--- config.mk ---
export PLATFORM = sky130hd
export DESIGN_NAME = cprx_regfile
export DESIGN_NICKNAME = d
export VERILOG_FILES = /design/src/rtl/cprx_pkg.sv /design/src/rtl/cprx_wr_regs.sv /design/src/rtl/cprx_list_window.sv /design/src/rtl/cprx_host_ctl.sv /design/src/rtl/cprx_rd_mux.sv /design/src/rtl/cprx_regfile.sv
export SDC_FILE = /design/constraint.sdc
export NUM_CORES = 1
export LEC_CHECK = 0
export ABC_AREA = 1
export BUFFER_PORTS_ARGS = -buffer_cell sky130_fd_sc_hd__buf_4
export CAP_MARGIN = 20
export CORE_AREA = 2 2 299 301
export DETAILED_ROUTE_END_ITERATION = 7
export DIE_AREA = 0 0 301 303
export PLACE_DENSITY = 0.44
export SYNTH_ARGS = -nofsm -noshare
export SYNTH_HDL_FRONTEND = slang
export SYNTH_HIERARCHICAL = 1
export SYNTH_SLANG_ARGS = --single-unit
--- constraint.sdc ---
create_clock -name clk -period 3.8 [get_ports clk]
set_input_delay 0.38 -clock clk [delete_from_list [all_inputs] [get_ports clk]]
set_output_delay 0.38 -clock clk [all_outputs]
set_load 0.02 [all_outputs]
--- src/rtl/cprx_pkg.sv ---
package cprx_pkg;
  localparam int ADDR_W     = 6;
  localparam int BYTE_W     = 8;
  localparam int KSV_BYTES  = 5;
  localparam int RESP_BYTES = 2;
  localparam int AN_BYTES   = 8;
  localparam int HASH_BYTES = 20;
  localparam int HOST_W     = 32;

  localparam logic [ADDR_W-1:0] A_RXKSV = 6'h00;
  localparam logic [ADDR_W-1:0] A_RESP  = 6'h05;
  localparam logic [ADDR_W-1:0] A_TXKSV = 6'h07;
  localparam logic [ADDR_W-1:0] A_RAND  = 6'h0C;
  localparam logic [ADDR_W-1:0] A_RLAST = 6'h13;
  localparam logic [ADDR_W-1:0] A_HASH  = 6'h14;
  localparam logic [ADDR_W-1:0] A_CAPS  = 6'h28;
  localparam logic [ADDR_W-1:0] A_LSTAT = 6'h29;
  localparam logic [ADDR_W-1:0] A_TOPO0 = 6'h2A;
  localparam logic [ADDR_W-1:0] A_TOPO1 = 6'h2B;
  localparam logic [ADDR_W-1:0] A_LISTW = 6'h2C;
  localparam logic [ADDR_W-1:0] A_HCTRL = 6'h3E;
  localparam logic [ADDR_W-1:0] A_HSTAT = 6'h3F;

  localparam int CB_IRQ_CLR = 30;
  localparam int CB_REWIND  = 29;
  localparam int CB_EXIT    = 28;
  localparam int SB_AUTH    = 19;
  localparam int SB_IRQ     = 18;

  typedef struct packed {
    logic reauth;
    logic fail;
    logic avail;
    logic ready;
  } link_stat_t;

  typedef struct packed {
    logic       devs_over;
    logic [6:0] count;
    logic       casc_over;
    logic [2:0] depth;
  } topo_t;
endpackage

--- src/rtl/cprx_wr_regs.sv ---
module cprx_wr_regs
  import cprx_pkg::*;
(
  input  logic                         clk,
  input  logic                         rst_n,
  input  logic                         wr_en,
  input  logic [ADDR_W-1:0]            wr_addr,
  input  logic [BYTE_W-1:0]            wr_data,
  output logic [KSV_BYTES*BYTE_W-1:0]  tx_ksv,
  output logic [AN_BYTES*BYTE_W-1:0]   sess_rand,
  output logic                         start
);
  for (genvar k = 0; k < KSV_BYTES; k++) begin : g_ksv
    always_ff @(posedge clk or negedge rst_n) begin
      if (!rst_n)
        tx_ksv[k*BYTE_W +: BYTE_W] <= '0;
      else if (wr_en && wr_addr == (A_TXKSV + 6'(k)))
        tx_ksv[k*BYTE_W +: BYTE_W] <= wr_data;
    end
  end

  for (genvar k = 0; k < AN_BYTES; k++) begin : g_rand
    always_ff @(posedge clk or negedge rst_n) begin
      if (!rst_n)
        sess_rand[k*BYTE_W +: BYTE_W] <= '0;
      else if (wr_en && wr_addr == (A_RAND + 6'(k)))
        sess_rand[k*BYTE_W +: BYTE_W] <= wr_data;
    end
  end

  always_ff @(posedge clk or negedge rst_n) begin
    if (!rst_n) start <= 1'b0;
    else        start <= wr_en && (wr_addr == A_RLAST);
  end
endmodule

--- src/rtl/cprx_list_window.sv ---
module cprx_list_window
  import cprx_pkg::*;
#(
  parameter int MAX_DEV = 8
) (
  input  logic                         clk,
  input  logic                         rst_n,
  input  logic                         pop,
  input  logic                         rewind,
  input  logic                         repeater,
  input  logic [6:0]                   dev_count,
  input  logic [MAX_DEV*KSV_BYTES*BYTE_W-1:0] list,
  output logic [BYTE_W-1:0]            cur_byte
);
  localparam int LIST_BYTES = MAX_DEV * KSV_BYTES;
  localparam int OFS_W      = $clog2(LIST_BYTES);

  logic [OFS_W-1:0] offset;
  logic [OFS_W-1:0] sel;
  int               cnt_eff;
  int               last_i;
  logic             enabled;
  logic             at_end;

  always_comb begin
    cnt_eff = (int'(dev_count) > MAX_DEV) ? MAX_DEV : int'(dev_count);
    last_i  = KSV_BYTES * cnt_eff - 1;
    enabled = repeater && (cnt_eff != 0);
    at_end  = int'(offset) >= last_i;
    sel     = at_end ? OFS_W'(last_i) : offset;
  end

  always_comb begin
    cur_byte = '0;
    for (int k = 0; k < LIST_BYTES; k++)
      if (enabled && sel == OFS_W'(k))
        cur_byte = list[k*BYTE_W +: BYTE_W];
  end

  always_ff @(posedge clk or negedge rst_n) begin
    if (!rst_n)
      offset <= '0;
    else if (rewind)
      offset <= '0;
    else if (pop && enabled && !at_end)
      offset <= offset + 1'b1;
  end
endmodule

--- src/rtl/cprx_host_ctl.sv ---
module cprx_host_ctl
  import cprx_pkg::*;
(
  input  logic              clk,
  input  logic              rst_n,
  input  logic              host_we,
  input  logic [ADDR_W-1:0] host_addr,
  input  logic [HOST_W-1:0] host_wdata,
  output logic [HOST_W-1:0] host_rdata,
  input  logic              irq_event,
  input  logic              auth_done,
  output logic              irq_flag,
  output logic              authenticated,
  output logic              rewind
);
  logic ctrl_wr;
  logic irq_clr;
  logic exit_req;
  logic unused_wbits;

  assign ctrl_wr      = host_we && (host_addr == A_HCTRL);
  assign irq_clr      = ctrl_wr && host_wdata[CB_IRQ_CLR];
  assign exit_req     = ctrl_wr && host_wdata[CB_EXIT];
  assign rewind       = ctrl_wr && host_wdata[CB_REWIND];
  assign unused_wbits = ^{host_wdata[31], host_wdata[27:0]};

  always_ff @(posedge clk or negedge rst_n) begin
    if (!rst_n)         irq_flag <= 1'b0;
    else if (irq_event) irq_flag <= 1'b1;
    else if (irq_clr)   irq_flag <= 1'b0;
  end

  always_ff @(posedge clk or negedge rst_n) begin
    if (!rst_n)         authenticated <= 1'b0;
    else if (exit_req)  authenticated <= 1'b0;
    else if (auth_done) authenticated <= 1'b1;
  end

  always_comb begin
    host_rdata = '0;
    if (host_addr == A_HSTAT) begin
      host_rdata[SB_AUTH] = authenticated;
      host_rdata[SB_IRQ]  = irq_flag;
    end
  end
endmodule

--- src/rtl/cprx_rd_mux.sv ---
module cprx_rd_mux
  import cprx_pkg::*;
(
  input  logic [ADDR_W-1:0]             addr,
  input  logic [KSV_BYTES*BYTE_W-1:0]   rx_ksv,
  input  logic [RESP_BYTES*BYTE_W-1:0]  resp_val,
  input  logic [HASH_BYTES*BYTE_W-1:0]  hash_words,
  input  logic                          repeater,
  input  link_stat_t                    lstat,
  input  topo_t                         topo,
  input  logic [BYTE_W-1:0]             list_byte,
  output logic [BYTE_W-1:0]             rdata
);
  always_comb begin
    rdata = '0;
    for (int k = 0; k < KSV_BYTES; k++)
      if (addr == (A_RXKSV + 6'(k))) rdata = rx_ksv[k*BYTE_W +: BYTE_W];
    for (int k = 0; k < RESP_BYTES; k++)
      if (addr == (A_RESP + 6'(k))) rdata = resp_val[k*BYTE_W +: BYTE_W];
    for (int k = 0; k < HASH_BYTES; k++)
      if (addr == (A_HASH + 6'(k))) rdata = hash_words[k*BYTE_W +: BYTE_W];
    case (addr)
      A_CAPS:  rdata = {6'b0, repeater, 1'b1};
      A_LSTAT: rdata = {4'b0, lstat};
      A_TOPO0: rdata = {topo.devs_over, topo.count};
      A_TOPO1: rdata = {4'b0, topo.casc_over, topo.depth};
      A_LISTW: rdata = list_byte;
      default: ;
    endcase
  end
endmodule

--- src/rtl/cprx_regfile.sv ---
module cprx_regfile
  import cprx_pkg::*;
#(
  parameter int MAX_DEV = 8
) (
  input  logic                            clk,
  input  logic                            rst_n,
  input  logic                            req_valid,
  output logic                            req_ready,
  input  logic                            req_write,
  input  logic [5:0]                      req_addr,
  input  logic [7:0]                      req_wdata,
  output logic                            rsp_valid,
  input  logic                            rsp_ready,
  output logic [7:0]                      rsp_data,
  input  logic                            host_we,
  input  logic [5:0]                      host_addr,
  input  logic [31:0]                     host_wdata,
  output logic [31:0]                     host_rdata,
  input  logic [39:0]                     rx_ksv,
  input  logic [15:0]                     resp_val,
  input  logic                            resp_avail,
  input  logic                            link_ready,
  input  logic                            link_fail,
  input  logic                            reauth_req,
  input  logic                            repeater,
  input  logic [159:0]                    hash_words,
  input  logic [6:0]                      dev_count,
  input  logic                            max_devs,
  input  logic [2:0]                      depth,
  input  logic                            max_casc,
  input  logic [MAX_DEV*40-1:0]           ksv_list,
  input  logic                            irq_event,
  input  logic                            auth_done,
  output logic [39:0]                     tx_ksv,
  output logic [63:0]                     sess_rand,
  output logic                            auth_start,
  output logic                            irq_flag,
  output logic                            authenticated
);
  logic              accept;
  logic              rd_acc;
  logic              wr_acc;
  logic              rewind;
  logic [BYTE_W-1:0] list_byte;
  logic [BYTE_W-1:0] mux_byte;
  link_stat_t        lstat;
  topo_t             topo;

  assign req_ready = !rsp_valid || rsp_ready;
  assign accept    = req_valid && req_ready;
  assign rd_acc    = accept && !req_write;
  assign wr_acc    = accept && req_write;

  assign lstat = '{reauth: reauth_req, fail: link_fail, avail: resp_avail, ready: link_ready};
  assign topo  = '{devs_over: max_devs, count: dev_count, casc_over: max_casc, depth: depth};

  cprx_wr_regs u_wr (
    .clk       (clk),
    .rst_n     (rst_n),
    .wr_en     (wr_acc),
    .wr_addr   (req_addr),
    .wr_data   (req_wdata),
    .tx_ksv    (tx_ksv),
    .sess_rand (sess_rand),
    .start     (auth_start)
  );

  cprx_list_window #(.MAX_DEV(MAX_DEV)) u_win (
    .clk       (clk),
    .rst_n     (rst_n),
    .pop       (rd_acc && (req_addr == A_LISTW)),
    .rewind    (rewind),
    .repeater  (repeater),
    .dev_count (dev_count),
    .list      (ksv_list),
    .cur_byte  (list_byte)
  );

  cprx_host_ctl u_host (
    .clk           (clk),
    .rst_n         (rst_n),
    .host_we       (host_we),
    .host_addr     (host_addr),
    .host_wdata    (host_wdata),
    .host_rdata    (host_rdata),
    .irq_event     (irq_event),
    .auth_done     (auth_done),
    .irq_flag      (irq_flag),
    .authenticated (authenticated),
    .rewind        (rewind)
  );

  cprx_rd_mux u_mux (
    .addr       (req_addr),
    .rx_ksv     (rx_ksv),
    .resp_val   (resp_val),
    .hash_words (hash_words),
    .repeater   (repeater),
    .lstat      (lstat),
    .topo       (topo),
    .list_byte  (list_byte),
    .rdata      (mux_byte)
  );

  always_ff @(posedge clk or negedge rst_n) begin
    if (!rst_n) begin
      rsp_valid <= 1'b0;
      rsp_data  <= '0;
    end else if (rd_acc) begin
      rsp_valid <= 1'b1;
      rsp_data  <= mux_byte;
    end else if (rsp_ready) begin
      rsp_valid <= 1'b0;
    end
  end
endmodule

==> results of run 1 <==
==> cell families after synthesis <==
group / count (synthesis)
xor gates and xnor gates: 3
DFF: 122
other: 3
AOI/OAI and AO/OA: 115
adders and majority gates: 26
and+or+nand+nor: 1447
buffers and inverters: 326
==> stage by stage <==
| step | TNS, ps | util, % | setup WS, ps |
|---|---|---|---|
| after floorplan | -14580 | - | -1891 |
| after global placement | -27330 | 23.24 | -3556 |
| after detailed placement | -27500 | 23.24 | -3540 |
| after CTS | -21400 | 24.31 | -2967 |
| after global routing | -25980 | 24.50 | -3396 |
| final | -21470 | 24.50 | -2884 |
==> state kept, by name, summed over array words and instances (netlist names) <==
name,count
u_wr/start,1
rsp_data,8
u_win/offset,6
u_host/irq_flag,1
u_host/authenticated,1
u_wr/sess_rand,64
u_wr/tx_ksv,40
rsp_valid,1
==> power groups by stage <==
| stage | Clock [mW] | Combinational (mW) | Sequential, mW |
|---|---|---|---|
| after floorplan | 0 | 0.768 | 1.62 |
| after global placement | 0 | 2.26 | 1.50 |
| after detailed placement | 0 | 2.26 | 1.50 |
| after CTS | 1.80 | 2.34 | 1.48 |
| after global routing | 1.84 | 2.52 | 1.49 |
| final | 1.74 | 2.33 | 1.48 |
==> routing by layer <==
| layer | up-vias | GRT usage, % | share of wire, % |
|---|---|---|---|
| li1 | 8314 | - | - |
| met1 | 7819 | 20.26 | 38 |
| met2 | 676 | 35.33 | 52 |
| met3 | 114 | 4.898 | 7.4 |
| met4 | 12 | 6.254 | 3.1 |
| met5 | - | 0 | 0.094 |
==> placed cells by master (no fill, tap or decap), types with 3 or more instances in the layout <==
cell        instances
a21oi_1            67
a21oi_2             5
a32o_1              5
buf_12             10
buf_4             915
buf_6              17
bufinv_16           3
clkbuf_16          17
clkinv_4            3
clkinvlp_4          3
conb_1             42
dfrtp_1           122
diode_2             8
ha_1               20
inv_1             237
inv_2              24
inv_6               4
nand2_1           804
nand2_2            27
nand2_4            20
nand3_1           161
nand3_2            18
nand3_4             6
nand4_1           125
nor2_1            155
nor2_2             40
nor2_4             20
nor3_1             11
nor3_2              4
o21ai_0            19
o21ai_1             4
o31ai_1             4
or2_0              11
or2_1              12
or2_2              23
==> cell usage after synthesis, types with 11 or more instances <==
| cell type | n | area [µm²] |
|---|---|---|
| nand2_1 | 825 | 3097 |
| inv_1 | 246 | 923.4 |
| nand3_1 | 177 | 885.9 |
| nor2_1 | 167 | 626.9 |
| nand4_1 | 125 | 782.0 |
| dfrtp_1 | 122 | 3053 |
| a21oi_1 | 71 | 355.3 |
| buf_4 | 45 | 337.8 |
| nor2_2 | 35 | 219.0 |
| o21ai_0 | 25 | 125.1 |
| ha_1 | 23 | 287.8 |
| or2_2 | 23 | 143.9 |
| nand2_2 | 16 | 100.1 |
| inv_2 | 15 | 56.30 |
| nor3_1 | 14 | 70.07 |
| nor2_4 | 13 | 146.4 |
| or2_1 | 12 | 75.07 |
| or2_0 | 11 | 68.82 |
==> repair_timing <==
item                                    CTS  global route
buffers inserted                         11             7
cloned                                    1             0
endpoints found under the hold margin     0             0
pin swaps                                58            48
endpoints found under the setup margin    8            14
resized for setup                        59            34
==> cell type report <==
type | count | area, µm²
diodes | 8 | 20.02
fillers | 10080 | 66410
clock buffers | 17 | 425.4
multi-input cells | 1634 | 8135
clock inverters | 15 | 190.2
well taps | 1165 | 1458
flip-flops and latches | 122 | 3053
inverters | 262 | 983.4
repair buffers | 944 | 7291
==> path summary, 6_finish.rpt <==
check / slack (ps) / from / to
hold reg to reg: 470 / u_wr/sess_rand[60] / u_wr/sess_rand[60]
hold / removal: 50 / rst_n / u_wr/sess_rand[6]
setup reg to reg: -1540 / u_win/offset[0] / rsp_data[5]
max in group asynchronous: 3200 / rst_n / u_win/offset[5]
setup / recovery: -2880 / dev_count[6] / rsp_data[5]
min in group clk: 130 / irq_event / u_host/irq_flag
==> critical path, delay by kind of cell <==
kind                     cells  cell delay (ps)
AO/OA/AOI/OAI                3              630
buffers and inverters       12             1120
AND/OR/NAND/NOR             35             3610
XOR/XNOR                     1              150
adder cells (fa/ha/maj)      3             1080
==> flow_summary.toml, run 1 <==
[final_layout]
syn2layout_area_growth_pct = 78.62
fin_nets = 3620
final_cells = 4167
layout-drive-gt1-share_pct = 39.48
design_area_um2 = 21560

[timing]
layout_setup_ws_ps = -2884
clock.fmax_mhz = 149.6
maxSlewViolCount = 0
finalSetupViolations = 8
whs_ps = 54.92
relSlewSlack_pct = 38.32
finClkSkew_ps = 14.80
tightest_slew_ps = 924.2
rsz0062_at_grt = "true"
min_period_over_period_pct = 175.9
finalHoldViolCount = 0
min_period_ps = 6684

[worst_setup_path]
reg2reg_depth = 42
critPathMaxStageDelay_ps = 540
path_common_cell = "nand4_1"
cp.required_ps = 4130
cp-start-kind = "input pin"
critical_path.endpoint_type = "flip-flop"
critical_path_arrival_ps = 7010
critPathSlowestCell = "fa_1"
critical_path_class = "input pin to flip-flop"
critPathMaxFanout = 7

[yosys]
synth_top_family_by_area = "simple AND/OR/NAND/NOR gates"
synth_compound_area_share_pct = 5.422
synth_top_flop_cell = "dfrtp_1"
synth_edf_count = 0
synth_mux_area_share_pct = 0
netlist_instances = 2042
yosysWarnings = 6
synthAdderAreaFrac_pct = 2.882
synth-simple-area-share_pct = 53.96
ys_seq_area_share_pct = 25.30
synth_xor_area_share_pct = 0.2177
ys_async_sr_fraction_pct = 100.0
ys_ff_latch = 122
ys_types = 48
syn_area_per_cell_um2 = 5.910
synth_area_um2 = 12070

[power]
pwr-share-seq_pct = 26.7
p_clk_share_pct = 31.3
p_sw_share_pct = 37.07
switchingPower_mw = 2.053
pwr_density_cell_nw_per_um2 = 257.0
p_int_mw = 3.486
p_total_mw = 5.539
p_comb_share_pct = 42.0
ir_worst_vdd_v = 0.0002328
p_leak_nw = 11.27

[route]
wirelength_um = 89490
first_iter_violations = 940
vias = 16940
drc = 0
final_antenna_net_count = 0
dr.pass1.iters = 7
vias_per_cell = 4.064
route.detailed.wl_per_inst_um = 21.48

[global_routing]
grtUsageTotal_pct = 18.78
gr-total-overflow = 0
grt_pass1_vias = 17390
grt_max_degree = 123
grt_pass1_wl_um = 123100
antenna_found_initial = 18

[placed_design]
dp.cells = 4108
hpwl_um = 77690
io_buffer_count = 702
routabilityCongestion = 0.9686
place_area_um2 = 20450

[clock_network]
hold_buffers = 0
path_clk_slew_ps = 70
cts_buffer_depth = 2
cts_buffers = 17
h-tree-depth = 4
clkSinkCount = 122
worstSkewPairLatency_ps = 430
clockRootBuffer = "clkbuf_16"
cts_tree = "built"

[floorplanning]
die_x_um = 301
fp.dieArea_um2 = 91200
start_util_pct = 13.72
core_um2 = 87970
rows = 109
die_h_um = 303
pin_count = 762

[status]
status = "finished with violations"
violations = "setup timing"

[hold_path]
hp-class = "input pin to asynchronous set/reset pin"

[run]
maxCapViolations = 0
Note: power is estimated with default switching activity, not from simulation.
==> run 2: changes to the inputs <==
--- a/config.mk
+++ b/config.mk
@@ -8,10 +8,13 @@
 export ABC_AREA = 1
 export BUFFER_PORTS_ARGS = -buffer_cell sky130_fd_sc_hd__buf_4
 export CAP_MARGIN = 20
-export CORE_AREA = 2 2 299 301
+export CELL_PAD_IN_SITES_DETAIL_PLACEMENT = 1
+export CELL_PAD_IN_SITES_GLOBAL_PLACEMENT = 2
+export CORE_AREA = 2 2 295 297
 export DETAILED_ROUTE_END_ITERATION = 7
-export DIE_AREA = 0 0 301 303
-export PLACE_DENSITY = 0.44
+export DIE_AREA = 0 0 297 299
+export PLACE_DENSITY = 0.72
+export SETUP_SLACK_MARGIN = 0.2
 export SYNTH_ARGS = -nofsm -noshare
 export SYNTH_HDL_FRONTEND = slang
 export SYNTH_HIERARCHICAL = 1
==> run 2 against run 1 <==
Effect of this change: the run still ends with setup timing left; global-route usage is 1.5 points higher; combinational power is essentially flat; clock power is 3% higher; register-to-register slack worse by 100 ps; critical path depth increased by 5; wire length up 3.7%; final area up 0.11%; worst setup slack worse by 150 ps; critical endpoint is now rsp_data[3]; highest routed layer unchanged.
==> flow_summary.toml, run 2 (synthesized netlist as in run 1, its figures left out) <==
[timing]
min_period_ps = 6833
tightest_slew_ps = 903.7
whs_ps = 57.91
clock.fmax_mhz = 146.3
rsz0062_at_grt = "true"
maxSlewViolCount = 0
finalSetupViolations = 8
finalHoldViolCount = 0
relSlewSlack_pct = 39.75
min_period_over_period_pct = 179.8
finClkSkew_ps = 17.98
layout_setup_ws_ps = -3033

[placed_design]
routabilityCongestion = 1.021
io_buffer_count = 702
place_ws_ps = -3946
hpwl_um = 81120

[floorplanning]
core_um2 = 85940
die_h_um = 299
fp.dieArea_um2 = 88800
start_util_pct = 14.04
rows = 108
pin_count = 762
die_x_um = 297

[route]
vias = 17130
final_antenna_net_count = 0
wirelength_um = 92820
route.detailed.wl_per_inst_um = 22.35
dr.pass1.iters = 5
vias_per_cell = 4.126
drc = 0
first_iter_violations = 849

[status]
violations = "setup timing"
status = "finished with violations"

[final_layout]
largest_register_ffs = 64
reg.largest.list = "u_wr/sess_rand x64, u_wr/tx_ksv x40, rsp_data x8"
syn2layout_area_growth_pct = 78.82
layout_common_cells = "917 x buf_4, 798 x nand2_1, 239 x inv_1"
final_common_cell = "buf_4"
layout-drive-gt1-share_pct = 39.89
top_register = "u_wr/sess_rand"
fin_util_pct = 25.11
fin_nets = 3622

[worst_setup_path]
crit_family = "simple AND/OR/NAND/NOR gates"
critical_path.endpoint_type = "flip-flop"
critPathMaxStageDelay_ps = 530
cp-start-kind = "input pin"
critical_path_class = "input pin to flip-flop"
critPathSlowestCell = "fa_1"
cp.required_ps = 4110
path_common_cell = "nand2_1"
crit_buf_inv = 8
critPathMaxFanout = 5
critical_path_arrival_ps = 7150

[clock_network]
cts_buffer_depth = 2
clkSinkCount = 122
cts_buffers = 17
cts_tree = "built"
clockRootBuffer = "clkbuf_16"
worstSkewPairLatency_ps = 430
h-tree-depth = 4
path_clk_slew_ps = 70

[power]
ir_worst_vdd_v = 0.0001932
pwr_density_cell_nw_per_um2 = 259.8
p_leak_nw = 11.28
p_total_mw = 5.606

[global_routing]
grtUsageTotal_pct = 20.25
grt_pass1_wl_um = 131000
antenna_found_initial = 13
grt_max_degree = 64
gr-total-overflow = 0
grt_pass1_vias = 18440

[hold_path]
hp-class = "input pin to asynchronous set/reset pin"

[run]
maxCapViolations = 0
[run 2: final timing paths]
path	start	end	slack, ps	cells after the start
setup / recovery	dev_count[6]	rsp_data[3]	-3030	59
hold / removal	rst_n	u_wr/tx_ksv[10]	60	1
setup reg to reg	u_win/offset[2]	rsp_data[3]	-1640	46
max in group asynchronous	rst_n	u_wr/sess_rand[50]	2690	2
min in group clk	irq_event	u_host/irq_flag	130	3
hold reg to reg	u_wr/sess_rand[50]	u_wr/sess_rand[50]	470	2
[run 2: routing by layer]
layer,vias up,GRT usage [%],wire [µm]
met5,-,0,115
met3,79,5.431,5907
met4,18,4.389,1848
met2,584,38.46,48760
met1,8137,22.33,36190
li1,8312,-,-
[run 2: where the power goes]
part | switching, mW | total (mW) | internal (mW)
registers | 0.0701 | 1.48 | 1.41
logic | 1.29 | 2.33 | 1.03
clock network | 0.662 | 1.80 | 1.14
[run 2: metrics by stage]
step / cell area, µm² / TNS (ps) / std cells
after floorplan: 12400 / -14600 / 2081
after global placement: 20320 / -27580 / 4095
after detailed placement: 20320 / -28940 / 4095
after CTS: 21290 / -22510 / 4144
after global routing: 21580 / -26730 / 4152
final: 21580 / -22390 / 4152
[run 2: area by class of cell]
type	count	area, µm²
Tap cell	1155	1445
Antenna cell	1	2.502
Timing Repair Buffer	946	7241
Fill cell	10880	64360
Multi-Input combinational cell	1634	8210
Clock buffer	20	456.7
Sequential cell	122	3053
Inverter	262	983.4
Clock inverter	12	187.7
[run 2: what timing repair did]
action,4_1_cts,5_1_grt
pin swaps,50,69
resized for setup,50,61
hold buffers,0,0
cloned,1,0
hold endpoints to repair,0,0
setup endpoints to repair,10,14
setup buffers,16,7
[run 2: worst register-to-register path: cells and delay by family, from the launching register on]
family | cells | cell delay [ps]
AND/OR/NAND/NOR | 40 | 3830
flip-flops | 1 | 410
AO/OA/AOI/OAI | 2 | 390
adder cells (fa/ha/maj) | 1 | 320
buffers and inverters | 3 | 360
